[src/rtl/jtag_scan_seq.sv]
module jtag_scan_seq #(
  parameter int IR_MAX   = 16,
  parameter int DR_MAX   = 32,
  parameter int DIV_W    = 8,
  parameter int RST_CLKS = 5
) (
  input  logic                         clk,
  input  logic                         rst_n,
  input  logic                         start,
  input  logic [DIV_W-1:0]             half_per,
  input  logic [$clog2(IR_MAX+1)-1:0]  ir_len,
  input  logic [IR_MAX-1:0]            ir_in,
  input  logic [$clog2(DR_MAX+1)-1:0]  dr_len,
  input  logic [DR_MAX-1:0]            dr_in,
  output logic                         busy,
  output logic                         done,
  output logic [IR_MAX-1:0]            ir_out,
  output logic [DR_MAX-1:0]            dr_out,
  output logic                         trst_n,
  output logic                         tck,
  output logic                         tms,
  output logic                         tdi,
  input  logic                         tdo
);
  localparam int IRL_W = $clog2(IR_MAX+1);
  localparam int DRL_W = $clog2(DR_MAX+1);
  localparam int IR_IW = $clog2(IR_MAX);
  localparam int DR_IW = $clog2(DR_MAX);
  localparam int LW    = (IRL_W > DRL_W) ? IRL_W : DRL_W;
  localparam int RW    = $clog2(RST_CLKS+1);
  localparam int MW    = (LW > RW) ? LW : RW;
  localparam int CNT_W = (MW < 3) ? 3 : MW;

  typedef enum logic [2:0] {
    S_IDLE, S_TRST, S_TLR, S_TOIR, S_IR, S_TODR, S_DR, S_TAIL
  } step_t;

  step_t             st;
  logic [CNT_W-1:0]  idx, last;
  logic [DIV_W-1:0]  div_cnt, half_q;
  logic [IRL_W-1:0]  irl_q, irl_eff;
  logic [DRL_W-1:0]  drl_q, drl_eff;
  logic [IR_MAX-1:0] ir_q;
  logic [DR_MAX-1:0] dr_q;
  logic              tck_q, done_q, tick, rise, fall, at_last;

  assign irl_eff = (ir_len == '0) ? IRL_W'(1) :
                   (ir_len > IRL_W'(IR_MAX)) ? IRL_W'(IR_MAX) : ir_len;
  assign drl_eff = (dr_len == '0) ? DRL_W'(1) :
                   (dr_len > DRL_W'(DR_MAX)) ? DRL_W'(DR_MAX) : dr_len;

  assign busy    = (st != S_IDLE);
  assign done    = done_q;
  assign tck     = tck_q;
  assign trst_n  = (st != S_TRST);
  assign tick    = busy && (div_cnt == half_q - DIV_W'(1));
  assign rise    = tick && !tck_q;
  assign fall    = tick && tck_q;
  assign at_last = (idx == last);

  always_comb begin
    case (st)
      S_TLR:   last = CNT_W'(RST_CLKS - 1);
      S_TOIR:  last = CNT_W'(4);
      S_IR:    last = CNT_W'(irl_q) - CNT_W'(1);
      S_TODR:  last = CNT_W'(3);
      S_DR:    last = CNT_W'(drl_q) - CNT_W'(1);
      S_TAIL:  last = CNT_W'(1);
      default: last = '0;
    endcase
  end

  always_comb begin
    case (st)
      S_TRST, S_TLR: tms = 1'b1;
      S_TOIR:        tms = (idx == CNT_W'(1)) || (idx == CNT_W'(2));
      S_IR, S_DR:    tms = at_last;
      S_TODR:        tms = (idx < CNT_W'(2));
      S_TAIL:        tms = (idx == '0);
      default:       tms = 1'b0;
    endcase
  end

  always_comb begin
    case (st)
      S_IR:    tdi = ir_q[idx[IR_IW-1:0]];
      S_DR:    tdi = dr_q[idx[DR_IW-1:0]];
      default: tdi = 1'b0;
    endcase
  end

  always_ff @(posedge clk) begin
    if (!rst_n) begin
      st      <= S_IDLE;
      idx     <= '0;
      div_cnt <= '0;
      half_q  <= DIV_W'(1);
      irl_q   <= IRL_W'(1);
      drl_q   <= DRL_W'(1);
      ir_q    <= '0;
      dr_q    <= '0;
      ir_out  <= '0;
      dr_out  <= '0;
      tck_q   <= 1'b0;
      done_q  <= 1'b0;
    end else begin
      done_q <= 1'b0;
      if (!busy) begin
        if (start) begin
          st      <= S_TRST;
          idx     <= '0;
          div_cnt <= '0;
          tck_q   <= 1'b0;
          half_q  <= (half_per == '0) ? DIV_W'(1) : half_per;
          irl_q   <= irl_eff;
          drl_q   <= drl_eff;
          ir_q    <= ir_in;
          dr_q    <= dr_in;
          ir_out  <= '0;
          dr_out  <= '0;
        end
      end else begin
        div_cnt <= tick ? '0 : div_cnt + DIV_W'(1);
        if (rise) begin
          tck_q <= 1'b1;
          if (st == S_IR) ir_out[idx[IR_IW-1:0]] <= tdo;
          if (st == S_DR) dr_out[idx[DR_IW-1:0]] <= tdo;
        end
        if (fall) begin
          tck_q <= 1'b0;
          if (at_last) begin
            idx <= '0;
            if (st == S_TAIL) begin
              st     <= S_IDLE;
              done_q <= 1'b1;
            end else begin
              st <= step_t'(st + 3'd1);
            end
          end else begin
            idx <= idx + CNT_W'(1);
          end
        end
      end
    end
  end
endmodule


[config.mk]
export PLATFORM = sky130hd
export DESIGN_NAME = jtag_scan_seq
export DESIGN_NICKNAME = d
export VERILOG_FILES = /design/src/rtl/jtag_scan_seq.sv
export SDC_FILE = /design/constraint.sdc
export NUM_CORES = 1
export LEC_CHECK = 0
export ABC_AREA = 1
export BUFFER_PORTS_ARGS = -buffer_cell sky130_fd_sc_hd__clkbuf_2
export CORE_ASPECT_RATIO = 0.7
export CORE_MARGIN = 2
export CORE_UTILIZATION = 30
export CTS_CLUSTER_SIZE = 40
export DETAILED_ROUTE_END_ITERATION = 16
export PLACE_DENSITY = 0.47
export SLEW_MARGIN = 20
export SYNTH_ARGS = -nofsm -noshare
export SYNTH_HDL_FRONTEND = slang
export SYNTH_SLANG_ARGS = --single-unit
[constraint.sdc]
create_clock -name clk -period 2.4 [get_ports clk]
set_input_delay 0 -clock clk [delete_from_list [all_inputs] [get_ports clk]]
set_output_delay 0 -clock clk [all_outputs]
set_load 0.02 [all_outputs]
-- Word-level counts from Yosys, hierarchy flattened
Index checks and enable logic that the tools add are counted.
W data, S select, Z words.
- flip-flop bits (word level): 134
- bits of input ports: 71
- logic and storage cells: 110
- $add $sub $neg: 6
- $lt $le $gt $ge: 7
- eq/ne operators: 18
- muxes and demuxes: 43
- bitwise gates (word level): 1
- reductions and logical operators: 23
- operator list (cell ; count):
    $mux W32 ; 4
    $mux W16 ; 4
    $mux W6 ; 6
    $bwmux W32 ; 1
    $mux W8 ; 4
    $pmux W6 S5 ; 1
    $bwmux W16 ; 1
    $mux W3 ; 5
    $eq A3 B3 Y1 const B ; 4
    $logic_not A6 Y1 ; 2
    $mux W5 ; 2
    $ne A2 B1 Y1 const B ; 5
    $mux W1 ; 9
    $reduce_and A3 Y1 ; 3
    $add A8 B1 Y8 const B ; 1
    $eq A8 B8 Y1 ; 1
    $logic_not A8 Y1 ; 1
    $sub A8 B1 Y8 const B ; 1
    $add A6 B1 Y6 const B ; 1
    $eq A3 B2 Y1 const B ; 2
    $eq A6 B1 Y1 const B ; 1
    $eq A6 B2 Y1 const B ; 1
    $eq A6 B6 Y1 ; 1
    $gt A6 B6 Y1 const B ; 1
    27 further kinds ; 36

-- Depth between registers and ports, before layout
- depth after elaboration: 8
- gate-level depth with buffers: 23

-- Least setup slack after synthesis
OpenSTA, ideal clock, no wires.
- kind: register to register
- start point: register st[0]
- end point: register idx[1]
- setup time: 0.116 ns
- arrival: 2.304 ns
- slack: -0.020 ns
- cell stages (with the launch flop): 21
- clock period less this slack: 2.420 ns
- path through: dfxtp_1 -> inv_1 -> ha_1 -> buf_6 -> nand2_2 -> buf_6 -> nand2_1 -> o21ai_2 -> ha_1 -> o21ai_0 -> nand2_1 -> nand2_1 -> nand3_1 -> nor2_1 -> nand2_1 -> nor2_1 -> nand2_2 -> nand2_4 -> nand2_2 -> nand2_2 -> nor2_1
- longest elaborated chain between the ends: 7
- elaborated cells between the ends (all ways): 18
- classes of those cells: 8 x eq/ne; 4 x mux; 6 x reduce/logical
- RTL lines (item ; RTL line ; source):
    start, declared ; 38 ; step_t st;
    start signal, assigned ; 137 ; st <= step_t'(st + 3'd1);
    $eq A3 B2 Y1 ; 62 ; case (st)
    $reduce_or A2 Y1 (no source line) ; -- ;
    $pmux W6 S5 ; 62 ;
    $eq A6 B6 Y1 ; 59 ; assign at_last = (idx == last);
    $mux W6 ; 131 ; if (at_last) begin
    $mux W6 ; 129 ; if (fall) begin
    $mux W6 ; 108 ; if (!busy) begin
    end signal, assigned ; 140 ; idx <= idx + CNT_W'(1);
    end, declared ; 39 ; logic [CNT_W-1:0] idx, last;
Parallel ways exist; a longest one is shown, timed or not. The select of a mux whose other input is x is not followed.
A chain may end at the register's enable or synchronous reset.

-- Worst setup path after layout
- start point: register st[0]
- end point: output tms
- longest elaborated chain between the ends: 5
- elaborated cells between the ends (all ways): 13
- classes of those cells: 8 x eq/ne; 2 x mux; 3 x reduce/logical
- RTL lines (item ; RTL line ; source):
    $eq A3 B2 Y1 ; 62, 74 ;
    $reduce_or A2 Y1 (no source line) ; -- ;
    $pmux W6 S5 ; 62 ;
    $eq A6 B6 Y1 ; 59 ;
    $pmux W1 S5 (*) ; 74 ; case (st)
    end, declared ; 21 ; output logic tms,
Mark *: on every way between the ends. The rest lies on a longest branch, timed or not.

==> metrics.md <==
| Metric | Value |
|---|---|
| Worst ir drop on vdd | 0.5994 mV |
| Deepest level of the CTS H-tree | 4 |
| Vias per cell | 4.697 |
| Proportion of layout cells with a drive suffix above 1 | 0.1920 |
| Number of setup violations in the final report | 1 |
| Final Wtd Congestion | roughly 0.8 |
| Nets | 1368 |
| Summed instance area of the synthesized netlist | 7149 µm² |
| Min cycle time layout | 2.573 ns |
| Initial Utilization | 0.3039 |
| Placed wire-length estimate after detailed placement | 16360 µm |
| Average routed wire per standard cell | roughly 15 µm |
| Worst endpoint required time | between 2 and 2.5 ns |
| Total nets after synthesis | 1184 |
| Antenna diode count | 0 |
| Core Footprint | around 24000 µm² |
| Area Growth Syn to Fin | 35.75% |
| CTS clock-pin slew for the worst setup and hold paths | around 0.060 ns |
| Number of detailed-route iterations in the first pass | 7 |
| Outcome | finished with violations |
| Die width | 188.5 µm |
| Static Leak | a little over 4 nW |
| Rel. slew slack | 0.6240 |
| Top achievable clock speed | 388.7 MHz |
| Maximum number of pins on one net before global-route repair | 95 |
| CTS tree | yes |
| Transition time at the pin with the least slew margin | 0.5620 ns |
| Register-to-register setup slack | 0.15 ns |
| Multi-input logic area | 3889 µm² |
| Iter 0 DRT Violations | ~530 |
| Filler cells | 2503 |
| Total DRC errors in the routed layout | 0 |
| Arrival time reported for the critical path endpoint | 2.57 ns |
| Type of origin of the critical path | flip-flop |
| Mean post-synth cell area | 6.499 µm² |
| Ys async rst share | 0 |
| Sort of element at the end of the critical path | output pin |
| Min-delay worst type | in -> reg |
| Number of core rows | between 40 and 50 |
| Vias in the first global route | 7005 |
| Post-Syn Instances | 1100 |
| Setup repair after global routing missed its margin | true |
| Final-report max-slew violation count | 0 |
| Overflow after GRT | 0 |
| Proportion of synthesized chip area in sequential cells | 0.3752 |
| Chip height | approximately 130 µm |
| Power Dens Cells | 1081 nW/µm² |
| Via count | 7585 |
| Worst setup path class | reg -> out |
| Most used cells in the layout excluding fill and tap cells | nand2_1 (292), a21oi_1 (158), dfxtp_1 (131) |
| Maximum clock insertion buffer count | 2 |
| Fin. Hold Viols | 0 |
| Final setup skew | 0.01563 ns |
| Leading cell type in the layout, fill and taps excluded | nand2_1 |
| Clock tree root buffer cell | clkbuf_16 |
| Initial antenna violation count | 0 |
| Number of I/O port buffers | between 100 and 150 |
| Final WS setup | -0.1729 ns |
| Final worst-path cycle share | 1.072 |
| Remaining number of nets flagged by the antenna check after routing | 0 |
| Setup TNS after final layout | -0.1729 ns |
| Clock network latency to the later pin of the worst-skew pair | 0.43 ns |
| Die ar. | about 25000 µm² |
| Routed wire length | between 20000 and 25000 µm |
| Max-cap violation count | 0 |
| Total track usage | 0.1924 |
| Count of flip-flops with a built-in enable after synthesis | 0 |
| Library cells used by synthesis | 38 |
| Count of state elements after synthesis | 134 |
| Violations in the final reports | negative setup slack |
| Most used flip-flop cell after synthesis | dfxtp_1 |
| Footprint of the flip-flops and latches | ~2700 µm² |
| Hold_ws | 0.01275 ns |
| Critical Path Fanout Max | 5 |
| TritonCTS buffer count | 17 |
| Synth warn | 0 |
| Wire length of the first global-routing pass | 38160 µm |
| Sink count of the clock tree | approximately 130 |
| Number of placed I/O pins | 125 |
## kinds of logic (layout without fill, tap and decap cells)
family                     Yosys count  after routing  share of synthesized area
AOI/OAI and AO/OA                  268            268                     0.1920
xor gates and xnor gates             3              3                   0.003676
adders and majority gates           13             13                    0.02275
buffers and inverters              164            361                    0.09800
DFF                                134            134                     0.3752
and+or+nand+nor                    518            518                     0.3084
## worst max-delay path, cell delays in order (launching register included)
cell and delay, ns:
dfxtp_2 0.32, inv_2 0.07, ha_4 0.16, nand2_4 0.08, o21ai_4 0.19, ha_4 0.23, o21ai_4 0.12, nand2_1 0.06
nand2_1 0.05, nand3_1 0.07, nor2_1 0.09, nand2_1 0.05, nor2_1 0.11, nand2_2 0.07, o21ai_2 0.11, o21ai_1 0.07
nand2_1 0.12, clkbuf_8 0.17
## cell usage after synthesis (2+ instances only)
master | count | area, µm²
nand2_2 | 10 | 62.56
or2_2 | 3 | 18.77
clkbuf_1 | 38 | 142.6
nor2_4 | 3 | 33.78
nor2_2 | 3 | 18.77
nand3_1 | 90 | 450.4
nand4_1 | 10 | 62.56
inv_2 | 4 | 15.01
nor3_1 | 6 | 30.03
o21ai_0 | 97 | 485.5
buf_1 | 3 | 11.26
a31oi_1 | 2 | 12.51
ha_1 | 13 | 162.7
nand2_4 | 2 | 22.52
nand4_2 | 2 | 25.02
a211oi_1 | 2 | 15.01
clkinv_1 | 2 | 7.510
dfxtp_1 | 134 | 2683
buf_6 | 6 | 67.56
inv_1 | 89 | 334.1
buf_4 | 5 | 37.54
xnor2_1 | 2 | 17.52
a21oi_1 | 158 | 790.8
buf_2 | 17 | 85.08
nor2_1 | 85 | 319.1
nor4_1 | 3 | 18.77
nand2_1 | 298 | 1119
o211ai_1 | 3 | 22.52
## report_power, final
group / switching (mW) / total, mW / internal (mW)
clock: 1.09 / 2.87 / 1.78
combinational: 3.14 / 4.88 / 1.74
sequential: 0.180 / 2.74 / 2.56
total: 4.41 / 10.5 / 6.08
## layer usage
layer,up-vias,track usage,part of all wire
met5,-,0,0
met3,16,0.04136,0.046
met4,0,0.04861,0.010
met2,157,0.2704,0.40
li1,3959,-,-
met1,3453,0.2941,0.54
## per-stage QoR
step	area, µm²	std cells	util	total power [mW]	setup slack (ns)
after floorplan	7149	1100	-	5.936	0.02648
after global placement	8207	1511	0.3489	7.275	0.03516
after detailed placement	8207	1511	0.3489	7.279	-0.008578
after CTS	9564	1612	0.4066	10.37	-0.2322
after global routing	9706	1615	0.4126	11.28	-0.3649
final	9706	1615	0.4126	10.49	-0.1729
## worst paths after layout
path              cells past startpoint                  from                      end
setup / recovery                     17    st[0]$_SDFFE_PN0P_                      tms
hold / removal                        4                 start  div_cnt[1]$_SDFFE_PN0P_
setup reg to reg                     19    st[0]$_SDFFE_PN0P_       st[1]$_SDFFE_PN0P_
hold reg to reg                       2  dr_q[9]$_SDFFE_PN0P_     dr_q[9]$_SDFFE_PN0P_
## sequential cells by signal (all words and copies together) (netlist names)
name and flops:
tck 1, done 1, ir_q 16, irl_q 5, half_q 8, dr_q 32
idx 6, ir_out 16, st 3, div_cnt 8, drl_q 6, dr_out 32
## what timing repair did
action	in CTS	in global routing
hold endpoints to repair	67	0
setup endpoints to repair	2	13
hold buffers	68	0
cloned	0	0
pin swaps	5	9
resized for setup	11	25
buffers inserted	1	3
## area by class of cell
cell class / instances / area share
clock buffer: 19 / 0.04564
clock inverter: 13 / 0.01998
inverter: 95 / 0.03739
multi-input combinational: 802 / 0.4007
sequential: 134 / 0.2768
tap: 318 / 0.04100
timing repair buffer: 234 / 0.1785
Power figures use the tool's default switching activity.
